## src/rtl/disp_vt_pkg.sv

```systemverilog
package disp_vt_pkg;
    localparam int NUM_IRQ = 2;
    localparam int IRQ_FS  = 0;
    localparam int IRQ_LF  = 1;

    typedef enum logic [2:0] {
        VT_IDLE,
        VT_SYNC,
        VT_BACK,
        VT_ACTIVE,
        VT_FRONT
    } vt_state_e;
endpackage

```

## src/rtl/vt_line_counter.sv

```systemverilog
module vt_line_counter #(
    parameter int LINE_W = 12
) (
    input  logic              clk,
    input  logic              rst_n,
    input  logic              line_end_i,
    input  logic [LINE_W-1:0] vs_end_i,
    input  logic [LINE_W-1:0] act_start_i,
    input  logic [LINE_W-1:0] act_end_i,
    input  logic [LINE_W-1:0] total_i,
    input  logic [LINE_W-1:0] flag_line_i,
    output logic              frame_start_o,
    output logic              step_o,
    output logic [LINE_W-1:0] line_cnt_o,
    output logic [LINE_W-1:0] sh_total_o,
    output logic [LINE_W-1:0] sh_flag_o,
    output logic [LINE_W-1:0] nxt_cnt_o,
    output logic [LINE_W-1:0] nxt_vs_end_o,
    output logic [LINE_W-1:0] nxt_act_start_o,
    output logic [LINE_W-1:0] nxt_act_end_o,
    output logic [LINE_W-1:0] nxt_total_o,
    output logic [LINE_W-1:0] nxt_flag_o
);
    localparam int CW = LINE_W + 1;

    logic              started_q;
    logic [LINE_W-1:0] cnt_q;
    logic [LINE_W-1:0] sh_vs_end_q, sh_act_start_q, sh_act_end_q, sh_total_q, sh_flag_q;
    logic [CW-1:0]     cnt_plus1;
    logic              wrap;

    assign cnt_plus1     = {1'b0, cnt_q} + CW'(1);
    assign wrap          = cnt_plus1 >= {1'b0, sh_total_q};
    assign frame_start_o = !started_q || (line_end_i && wrap);
    assign step_o        = frame_start_o || line_end_i;

    always_ff @(posedge clk or negedge rst_n) begin
        if (!rst_n) begin
            started_q      <= 1'b0;
            cnt_q          <= '0;
            sh_vs_end_q    <= '0;
            sh_act_start_q <= '0;
            sh_act_end_q   <= '0;
            sh_total_q     <= '0;
            sh_flag_q      <= '0;
        end else begin
            started_q <= 1'b1;
            if (frame_start_o) begin
                cnt_q          <= '0;
                sh_vs_end_q    <= vs_end_i;
                sh_act_start_q <= act_start_i;
                sh_act_end_q   <= act_end_i;
                sh_total_q     <= total_i;
                sh_flag_q      <= flag_line_i;
            end else if (line_end_i) begin
                cnt_q <= cnt_plus1[LINE_W-1:0];
            end
        end
    end

    always_comb begin
        if (frame_start_o) begin
            nxt_cnt_o       = '0;
            nxt_vs_end_o    = vs_end_i;
            nxt_act_start_o = act_start_i;
            nxt_act_end_o   = act_end_i;
            nxt_total_o     = total_i;
            nxt_flag_o      = flag_line_i;
        end else begin
            nxt_cnt_o       = line_end_i ? cnt_plus1[LINE_W-1:0] : cnt_q;
            nxt_vs_end_o    = sh_vs_end_q;
            nxt_act_start_o = sh_act_start_q;
            nxt_act_end_o   = sh_act_end_q;
            nxt_total_o     = sh_total_q;
            nxt_flag_o      = sh_flag_q;
        end
    end

    assign line_cnt_o = cnt_q;
    assign sh_total_o = sh_total_q;
    assign sh_flag_o  = sh_flag_q;
endmodule

```

## src/rtl/vt_region_fsm.sv

```systemverilog
module vt_region_fsm
    import disp_vt_pkg::*;
#(
    parameter int LINE_W = 12
) (
    input  logic              clk,
    input  logic              rst_n,
    input  logic              frame_start_i,
    input  logic              step_i,
    input  logic [LINE_W-1:0] nxt_cnt_i,
    input  logic [LINE_W-1:0] nxt_vs_end_i,
    input  logic [LINE_W-1:0] nxt_act_start_i,
    input  logic [LINE_W-1:0] nxt_act_end_i,
    input  logic              vsync_pol_i,
    output vt_state_e         state_o,
    output logic              vsync_o,
    output logic              vactive_o
);
    vt_state_e state_q, state_d, region;

    always_comb begin
        if (nxt_cnt_i < nxt_vs_end_i)         region = VT_SYNC;
        else if (nxt_cnt_i < nxt_act_start_i) region = VT_BACK;
        else if (nxt_cnt_i < nxt_act_end_i)   region = VT_ACTIVE;
        else                                  region = VT_FRONT;
    end

    always_comb begin
        state_d = state_q;
        unique case (state_q)
            VT_IDLE:   if (frame_start_i) state_d = region;
            VT_SYNC:   if (step_i)        state_d = region;
            VT_BACK:   if (step_i)        state_d = region;
            VT_ACTIVE: if (step_i)        state_d = region;
            VT_FRONT:  if (step_i)        state_d = region;
            default:                      state_d = VT_IDLE;
        endcase
    end

    always_ff @(posedge clk or negedge rst_n) begin
        if (!rst_n) state_q <= VT_IDLE;
        else        state_q <= state_d;
    end

    always_comb begin
        vsync_o   = vsync_pol_i ? (state_q == VT_SYNC) : (state_q != VT_SYNC);
        vactive_o = (state_q == VT_ACTIVE);
    end

    assign state_o = state_q;
endmodule

```

## src/rtl/vt_irq_ctrl.sv

```systemverilog
module vt_irq_ctrl #(
    parameter int N = 2
) (
    input  logic         clk,
    input  logic         rst_n,
    input  logic [N-1:0] set_i,
    input  logic [N-1:0] clr_i,
    input  logic [N-1:0] en_i,
    output logic [N-1:0] status_o,
    output logic         irq_o
);
    logic [N-1:0] stat_q;

    for (genvar i = 0; i < N; i++) begin : g_src
        always_ff @(posedge clk or negedge rst_n) begin
            if (!rst_n)        stat_q[i] <= 1'b0;
            else if (set_i[i]) stat_q[i] <= 1'b1;
            else if (clr_i[i]) stat_q[i] <= 1'b0;
        end
    end

    assign status_o = stat_q;
    assign irq_o    = |(stat_q & en_i);
endmodule

```

## src/rtl/disp_vtimer.sv

```systemverilog
module disp_vtimer
    import disp_vt_pkg::*;
#(
    parameter int LINE_W = 12
) (
    input  logic              clk,
    input  logic              rst_n,
    input  logic              line_end_i,
    input  logic [LINE_W-1:0] vs_end_i,
    input  logic [LINE_W-1:0] act_start_i,
    input  logic [LINE_W-1:0] act_end_i,
    input  logic [LINE_W-1:0] total_i,
    input  logic [LINE_W-1:0] flag_line_i,
    input  logic              vsync_pol_i,
    input  logic [1:0]        irq_en_i,
    input  logic [1:0]        irq_clr_i,
    output logic              vsync_o,
    output logic              vactive_o,
    output logic [1:0]        irq_status_o,
    output logic              irq_o
);
    logic              frame_start, step;
    logic [LINE_W-1:0] line_cnt, sh_total, sh_flag;
    logic [LINE_W-1:0] nxt_cnt, nxt_vs_end, nxt_act_start, nxt_act_end, nxt_total, nxt_flag;
    logic [NUM_IRQ-1:0] irq_set;
    vt_state_e         state;

    vt_line_counter #(.LINE_W(LINE_W)) u_cnt (
        .clk(clk), .rst_n(rst_n), .line_end_i(line_end_i),
        .vs_end_i(vs_end_i), .act_start_i(act_start_i), .act_end_i(act_end_i),
        .total_i(total_i), .flag_line_i(flag_line_i),
        .frame_start_o(frame_start), .step_o(step), .line_cnt_o(line_cnt),
        .sh_total_o(sh_total), .sh_flag_o(sh_flag),
        .nxt_cnt_o(nxt_cnt), .nxt_vs_end_o(nxt_vs_end), .nxt_act_start_o(nxt_act_start),
        .nxt_act_end_o(nxt_act_end), .nxt_total_o(nxt_total), .nxt_flag_o(nxt_flag)
    );

    vt_region_fsm #(.LINE_W(LINE_W)) u_fsm (
        .clk(clk), .rst_n(rst_n), .frame_start_i(frame_start), .step_i(step),
        .nxt_cnt_i(nxt_cnt), .nxt_vs_end_i(nxt_vs_end), .nxt_act_start_i(nxt_act_start),
        .nxt_act_end_i(nxt_act_end), .vsync_pol_i(vsync_pol_i),
        .state_o(state), .vsync_o(vsync_o), .vactive_o(vactive_o)
    );

    always_comb begin
        irq_set         = '0;
        irq_set[IRQ_FS] = frame_start;
        irq_set[IRQ_LF] = step && (nxt_cnt == nxt_flag) && (nxt_flag <= nxt_total);
    end

    vt_irq_ctrl #(.N(NUM_IRQ)) u_irq (
        .clk(clk), .rst_n(rst_n), .set_i(irq_set), .clr_i(irq_clr_i),
        .en_i(irq_en_i), .status_o(irq_status_o), .irq_o(irq_o)
    );
endmodule

```

## config.mk

```make
export PLATFORM = sky130hd
export DESIGN_NAME = disp_vtimer
export DESIGN_NICKNAME = d
export VERILOG_FILES = /design/src/rtl/disp_vt_pkg.sv /design/src/rtl/vt_line_counter.sv /design/src/rtl/vt_region_fsm.sv /design/src/rtl/vt_irq_ctrl.sv /design/src/rtl/disp_vtimer.sv
export SDC_FILE = /design/constraint.sdc
export NUM_CORES = 1
export LEC_CHECK = 0
export BUFFER_PORTS_ARGS = -buffer_cell sky130_fd_sc_hd__buf_2
export CAP_MARGIN = 20
export CORE_MARGIN = 1.5
export CORE_UTILIZATION = 35
export CTS_CLUSTER_SIZE = 10
export DETAILED_ROUTE_END_ITERATION = 10
export PLACE_DENSITY_LB_ADDON = 0.05
export SLEW_MARGIN = 25
export SYNTH_ARGS = -nofsm -noshare
export SYNTH_HDL_FRONTEND = slang
export SYNTH_SLANG_ARGS = --single-unit
```

## constraint.sdc

```tcl
create_clock -name clk -period 15.7 [get_ports clk]
set_input_delay 3.925 -clock clk [delete_from_list [all_inputs] [get_ports clk]]
set_output_delay 3.925 -clock clk [all_outputs]
set_load 0.01 [all_outputs]
```

**After elaboration in Yosys (flattened, before gate mapping)**

Index checks and enable logic that the tools add are counted.

- Bits in registers: 78
- Bits of input ports: 68
- Output and inout bits: 5
- Word-level logic and storage cells: 55

- Add/subtract/negate cells: 1
- Magnitude comparators: 5
- Equal/unequal tests: 8
- Muxes and demuxes: 18
- Bitwise operators: 1
- Reductions and logical operators: 12

Operators by type and width:

| kind | number |
|---|---|
| $mux W12 | 7 |
| $lt A12 B12 Y1 | 3 |
| $mux W3 | 5 |
| $add A12 B1 Y13 const B | 1 |
| $ge A13 B12 Y1 | 1 |
| $eq A12 B12 Y1 | 1 |
| $le A12 B12 Y1 | 1 |
| $eq A3 B2 Y1 const B | 2 |
| $pmux W3 S2 | 1 |
| $mux W1 | 5 |
| $reduce_bool A2 Y1 | 2 |
| $reduce_or A4 Y1 | 1 |
| $eq A3 B1 Y1 const B | 1 |
| $eq A3 B3 Y1 const B | 1 |
| $logic_and A1 B1 Y1 | 3 |
| $logic_not A3 Y1 | 1 |
| $ne A3 B1 Y1 const B | 1 |
| $and A2 B2 Y2 | 1 |
| $logic_or A1 B1 Y1 | 2 |
| $ne A2 B1 Y1 const B | 1 |
| $ne A2 B2 Y1 const B | 1 |
| $reduce_and A2 Y1 | 1 |
| $reduce_or A2 Y1 | 1 |
| $logic_not A1 Y1 | 1 |

**Depth between registers and ports, before layout**

Gate-level depths: netlist (run 1).

- Word-level depth: 11
- Depth in mapped cells: 24
- Gate-level depth less buffers: 22

**By module**

From an unflattened synthesis (run 1), not the netlist that was laid out.

- Cells, all modules: 451
- Area total of the unflattened synthesis: 4912.2 um2

By module, submodules not included:

| module | instances | cells an instance | area each (um2) | sequential area each (um2) |
|---|---|---|---|---|
| vt_line_counter | 1 | 254 | 3375.7 | 1826.8 |
| vt_region_fsm | 1 | 133 | 1016.0 | 75.1 |
| disp_vtimer | 1 | 57 | 437.9 | 0.0 |
| vt_irq_ctrl | 1 | 7 | 82.6 | 50.0 |

**Worst setup path after synthesis (run 1)**

No wires, ideal clock.

- Path type: input-to-output
- Start: input port vsync_pol_i
- End: output port vsync_o
- Arrival time: 4.158 ns
- Required time: 11.775 ns
- Path slack: 7.617 ns
- Cell stages on the path: 1
- Buffers on the path: 0
- Cell sequence: xnor2_1

- Word-level cells in the longest chain between the ends: 1

Ends and longest elaborated chain:

| what | RTL line | text |
|---|---|---|
| from (decl) | disp_vtimer.sv:14 | `input logic vsync_pol_i,` |
| $mux W1 | vt_region_fsm.sv:46 | `vsync_o = vsync_pol_i ? (state_q == VT_SYNC) : (state_q != VT_SYNC);` |
| to (decl) | disp_vtimer.sv:17 | `output logic vsync_o,` |

No other way between the ends.

**Worst setup path in the final report (run 1)**

- Start: input port irq_en_i[0]
- End: output port irq_o

- Word-level cells in the longest chain between the ends: 2

Ends and longest elaborated chain:

| what | RTL line | text |
|---|---|---|
| from (decl) | disp_vtimer.sv:15 | `input logic [1:0] irq_en_i,` |
| $and A2 B2 Y2 | vt_irq_ctrl.sv:23 | `assign irq_o = \|(stat_q & en_i);` |
| $reduce_or A2 Y1 | vt_irq_ctrl.sv:23 |  |
| to (decl) | disp_vtimer.sv:20 | `output logic irq_o` |

No other way between the ends.

==> out/results.tsv, run 1 <==
metric	value	unit
GR met2 Demand/Resource	25.6	%
Worst Path Max Fanout	1	
max-slew violation count	0	
Startpoint Class	input pin	
CTS Sinks	78	
most used routing layer	met1	
grt ovf	0	
drt via density	5.06	
H-tree levels	3	
max cap viols	0	
FMAX	0.121	GHz
Post-synth top flop	dfrtp_1	
library cells used by synthesis	71	
LEAKAGE	3.15	nW
via count	4068	
Worst Hold Class	flip-flop to flip-flop	
n_diodes	0	
latest clock arrival within the worst-skew pair	0.35	ns
DPL Wire Length	10.1	mm
minimum clock period	8.28	ns
vias in the first global route	3979	
I/O Buffers	72	
starting density of the core	35.8	%
final WL	13.1	mm
Synth Instances	548	
Die Span Y	125	um
Synth Area in Simple Gates	17.0	%
ANT nets after route	0	
clk slew on worst S/H paths	0.06	ns
Final Hold Vio Count	0	
RD Place Congestion	0.799	
fraction of synthesized area in multiplexers	6.38	%
M3 GR Usage	2.58	%
synth cell count leaders	dfrtp_1 (78), nand2_1 (73), inv_1 (61), ha_1 (55), nor2_1 (37)	
CTS Hold Bufs	0	
yosys warns	0	
TritonCTS buffer count	9	
post-synthesis xor/xnor area fraction	6.33	%
Slew headroom	53.1	%
CTS Root Cell	clkbuf_16	
Die W	125	um
ratio of cells with drive above 1 in the final layout	18.1	%
syn nets	671	
Tcrit/Tclk final	52.7	%
Design Area, Final	6000	um2
leading post-synthesis cells by cell area	dfrtp_1 (38%), ha_1 (13%), mux2i_1 (6.4%)	
DR WL/cell	16.2	um
fin cells	804	
Max clock buf depth	2	
share of the synthesized area in the top cell type	37.7	%
DR pass1 iterations	5	
setup_tns	0	ns
largest family of logic cells by synthesized area	simple AND/OR/NAND/NOR gates	
crit end category	primary output	
cts repair resizes	0	
antenna violations before repair	0	
fraction of synthesis flops using an asynchronous set or reset pin	100	%
Worst Max-Slew Pin Slew	0.685	ns
R2R cell count	20	
final number of setup-violating endpoints	0	
P per Cell Area	94.0	nW/um2
CTS tree	done	
total power	0.000564	W
Cells after DPL	789	
# DRC	0	
row count	44	
largest net degree at the start of global routing	52	
post-synthesis adder-cell area fraction	13.5	%
Synth Area in Compound Gates	12.8	%
top-count cell post-synth	dfrtp_1	
worst-case vdd ir drop	46.4	uV
Yosys top cell by area	dfrtp_1	
All-Layer GR Usage	17.6	%
Syn Area/Cell	9.45	um2
met1 usage in global routing	26.2	%
synthesis-stage register bit count	78	
CP Class	input pin to primary output	
Area Growth Syn to Fin	15.9	%
CP Data Arrival Time	4.35	ns
core area	14500	um2
Final nets	739	
Mapped Area	5180	um2
EDFF count, synth	0	
Setup Skew	0.00728	ns
status	finished clean	
first-pass GRT wire length	21.1	mm
hold path cells	2	
RSZ-0062 raised after global routing	false	
die area	15500	um2
Area after DPL	5730	um2
drt initial violations	197	
data required time of the worst path	11.77	ns
post-CTS setup repair buffer count	0	
number of I/O pins	73	
post-synthesis sequential area ratio	37.7	%
-- path summary, 6_finish.rpt --
kind,start,slack (ns),end
min,u_cnt.sh_act_end_q[0],0.47,u_cnt.sh_act_end_q[0]
max,irq_en_i[0],7.42,irq_o
min in group asynchronous,rst_n,3.49,u_cnt.sh_total_o[10]
max in group asynchronous,rst_n,11.59,u_cnt.sh_act_end_q[4]
max reg2reg,u_cnt.line_cnt_o[0],9.37,u_fsm.state_o[1]
min reg2reg,u_cnt.sh_act_end_q[0],0.47,u_cnt.sh_act_end_q[0]
-- cell usage in the layout (no fill, tap or decap), types with 2 or more instances in the layout --
cell type	n
dfrtp_1	78
nand2_1	72
buf_2	71
inv_1	61
ha_1	55
nor2_1	37
mux2i_1	33
a21oi_1	24
xnor2_1	18
xor2_1	15
nand3_1	14
a21o_1	11
nand4_1	10
o21ai_0	9
clkbuf_16	9
nor3_1	8
a211oi_1	5
nand2b_1	4
nor3_2	4
o21a_1	4
nand3b_1	4
buf_4	4
a31oi_1	3
nor4_1	3
or3_1	3
clkbuf_1	3
o221ai_1	2
a2111oi_4	2
nor2_4	2
a211o_1	2
or4_1	2
a2111oi_0	2
o22ai_1	2
o211ai_1	2
o32ai_1	2
clkbuf_8	2
-- routing by layer --
layer,routed length [um],up-vias,part of all wire [%]
met5,0,-,0
met4,235,0,1.8
met3,519,12,4.0
met2,5620,84,43
met1,6680,1945,51
li1,-,2027,-
-- layout make-up --
| class | instances | area [um2] |
|---|---|---|
| multi-input cells | 390 | 2910 |
| clock inverters | 1 | 5.00 |
| repair buffers | 76 | 413 |
| flip-flops and latches | 78 | 1950 |
| inverters | 61 | 229 |
| clock buffers | 14 | 264 |
| well taps | 184 | 230 |
| fillers | 1476 | 8480 |
-- through the flow --
step                      hold slack, ns  utilization, %  setup slack (ns)
after global placement             0.456            39.4              7.43
after global routing               0.518            41.4              7.41
final                              0.474            41.4              7.42
after CTS                          0.477            41.4              7.42
after detailed placement           0.462            39.6              7.42
after floorplan                    0.437               -              7.62
-- where the power goes --
part	internal, W	total (W)	switching [W]
Clock	0.000115	0.000199	0.0000838
Sequential	0.000223	0.000236	0.0000127
Combinational	0.0000543	0.000129	0.0000750
Total	0.000393	0.000564	0.000172
-- critical path, cell delays in order --
cell and delay, ns:
buf_2 0.10, a22o_1 0.19, buf_2 0.13
-- cell families (layout without fill, tap and decap cells) --
group / count (synthesis) / in the layout
adder cells (fa/ha/maj): 56 / 56
other: 1 / 1
XOR/XNOR: 35 / 35
buffers and inverters: 80 / 152
AND/OR/NAND/NOR: 178 / 178
AO/OA/AOI/OAI: 87 / 87
multiplexers: 33 / 33
flip-flops: 78 / 78
-- sequential cells by signal (all words and copies together) (netlist names) --
name                  cells
u_irq.status_o            2
u_cnt.sh_act_start_q     12
u_cnt.sh_act_end_q       12
u_cnt.sh_total_o         12
u_cnt.line_cnt_o         12
u_fsm.state_o             3
u_cnt.sh_flag_o          12
u_cnt.started_q           1
u_cnt.sh_vs_end_q        12
No activity file was read; power rests on OpenSTA's default activity.
==> run 2: changes to the inputs <==
clock period = 8.2 ns   (was 15.7 ns; I/O delays follow)
==> run 2 against run 1 <==
Compared with the run above:
- die area unchanged
- cell count grew 0.12%
- via count decreased by 0.25%
- power rose by 120%
- count of clock-buffer cells in the layout is 4 lower
- design area up 1.7%
- routed wire length rose by 4.7%
- clock power grew to 2.7 times the previous value
- sequential power is 92% higher
- register-to-register slack worse by 7.3 ns
- non-clock buffer count is the same
- critical path type is now flip-flop to flip-flop
- critical endpoint is now u_fsm.state_o[2]
==> out/results.tsv, run 2 (synthesis gave the netlist of run 1 again) <==
metric	value	unit	change
n_diodes	0		unchanged
number of I/O pins	73		unchanged
Worst Max-Slew Pin Slew	0.773	ns	+0.0882 ns
leading cell types in the layout, fill and taps excluded	dfrtp_1 (78), nand2_1 (72), buf_2 (71), inv_1 (61), ha_1 (55)		
antenna violations before repair	0		unchanged
minimum clock period	6.14	ns	
worst-case vdd ir drop	112	uV	+140%
CTS Root Cell	clkbuf_16		
crit end category	flip-flop		
CP Class	flip-flop to flip-flop		
via count	4058		-0.25%
All-Layer GR Usage	18.5	%	+0.85 points
LEAKAGE	3.19	nW	+1.4%
H-tree levels	3		unchanged
DR WL/cell	17.0	um	+4.6%
largest net degree at the start of global routing	79		+52%
# DRC	0		unchanged
cts repair resizes	0		unchanged
data required time of the worst path	8.44	ns	-3.33 ns
Hold Slack	0.476	ns	+0.00256 ns
commonest non-fill, non-tap cell in the layout	dfrtp_1		
post-CTS setup repair buffer count	0		unchanged
grt ovf	0		unchanged
Cells after DPL	789		unchanged
Die W	125	um	unchanged
starting density of the core	35.8	%	unchanged
vias in the first global route	4149		+4.3%
I/O Buffers	72		unchanged
Max clock buf depth	2		unchanged
Startpoint Class	flip-flop		
Sw Pwr	0.000343	W	+100%
Area after DPL	5710	um2	-0.28%
Worst Path Max Fanout	19		+18
final WL	13.7	mm	+4.7%
ratio of cells with drive above 1 in the final layout	18.5	%	+0.45 points
row count	44		unchanged
fin cells	805		+0.12%
Die Span Y	125	um	unchanged
final number of setup-violating endpoints	0		unchanged
DPL Wire Length	10.6	mm	+4.4%
max cap viols	0		unchanged
CTS Sinks	78		unchanged
Worst Hold Class	flip-flop to flip-flop		
Fillers	1482		+0.41%
Slew headroom	47.1	%	-6.0 points
CTS tree	done		
status	finished clean		
max-slew violation count	0		unchanged
Final nets	739		unchanged
CTS Hold Bufs	0		unchanged
setup_tns	0	ns	unchanged
Design Area, Final	6100	um2	+1.7%
Setup Skew	0.00919	ns	+0.00191 ns
CP Data Arrival Time	6.38	ns	+2.03 ns
drt via density	5.04		-0.37%
TritonCTS buffer count	9		unchanged
die area	15500	um2	unchanged
FMAX	0.163	GHz	
RD Place Congestion	0.845		+5.7%
clk slew on worst S/H paths	0.06	ns	about the same
DR pass1 iterations	4		-1
latest clock arrival within the worst-skew pair	0.35	ns	about the same
internal power	0.000890	W	+130%
drt initial violations	190		-3.6%
clock network fraction of total power	43.0	%	+7.8 points
Final Hold Vio Count	0		unchanged
Switching Share	27.8	%	-2.6 points
Seq pwr share	36.6	%	-5.3 points
Tcrit/Tclk final	74.9	%	
RSZ-0062 raised after global routing	false		
ANT nets after route	0		unchanged
Area Growth Syn to Fin	17.8	%	
first-pass GRT wire length	22.2	mm	+5.4%
Logic pwr share	20.3	%	-2.6 points
P per Cell Area	202	nW/um2	+120%
core area	14500	um2	unchanged
-- run 2: cell types whose count changed in the layout (fill, tap and decap cells not counted), sizes merged --
cell,before,now
bufinv,0,5
clkbuf,14,10
clkinv,1,0
clkinvlp,0,1
-- run 2: layout make-up --
cell class | instances | area (um2) | area share, %
Clock buffer | 10 | 229 | 3.75
Multi-Input combinational cell | 390 | 2910 | 47.6
Sequential cell | 78 | 1950 | 32.0
Clock inverter | 6 | 158 | 2.58
Tap cell | 184 | 230 | 3.77
Timing Repair Buffer | 76 | 397 | 6.50
Inverter | 61 | 229 | 3.75
-- run 2: worst max-delay path, cell delays in order (launching register included) --
cell	delay [ns]
dfrtp_1	0.56
nand3_2	0.21
nor3_2	0.41
nand3_1	0.16
or2_2	0.33
xnor2_1	0.13
ha_1	0.32
a2111oi_4	0.36
o21ai_2	0.17
nand2_2	0.47
buf_4	0.42
mux2i_1	0.28
ha_1	0.29
a211o_1	0.30
a21oi_1	0.32
a21oi_1	0.12
o21ai_0	0.35
a211oi_1	0.11
o22a_1	0.25
o21ba_1	0.21
a32o_2	0.23
-- run 2: worst paths after layout --
kind	startpoint	to	slack (ns)	cells after the start
min in group asynchronous	rst_n	u_cnt.sh_flag_o[11]	1.75	1
max in group asynchronous	rst_n	u_cnt.line_cnt_o[6]	5.94	1
min	u_cnt.sh_act_end_q[0]	u_cnt.sh_act_end_q[0]	0.48	2
max	u_cnt.line_cnt_o[0]	u_fsm.state_o[2]	2.06	20
min reg2reg	u_cnt.sh_act_end_q[0]	u_cnt.sh_act_end_q[0]	0.48	2
max reg2reg	u_cnt.line_cnt_o[0]	u_fsm.state_o[2]	2.06	20
-- run 2: power by group through the flow --
stage | combinational (W) | sequential (W) | clock [W]
2_1_floorplan | 0.000173 | 0.000451 | 0
3_3_place_gp | 0.000252 | 0.000459 | 0
3_5_place_dp | 0.000254 | 0.000460 | 0
4_1_cts | 0.000256 | 0.000453 | 0.000542
5_1_grt | 0.000287 | 0.000458 | 0.000553
6_report | 0.000251 | 0.000452 | 0.000531
-- run 2: routing by layer --
layer	wire (um)	track usage (%)	vias to the layer above
met5	0	0	-
met4	309	7.37	0
met3	675	3.05	18
met2	5840	27.3	95
met1	6840	26.9	1919
li1	-	-	2026
-- run 2: metrics by stage --
step | power [W] | setup slack [ns] | utilization (%)
after global routing | 0.00130 | 1.60 | 42.1
after detailed placement | 0.000713 | 2.07 | 39.5
after global placement | 0.000710 | 2.20 | 39.4
after CTS | 0.00125 | 2.06 | 42.1
final | 0.00123 | 2.06 | 42.1
after floorplan | 0.000624 | 2.96 | -
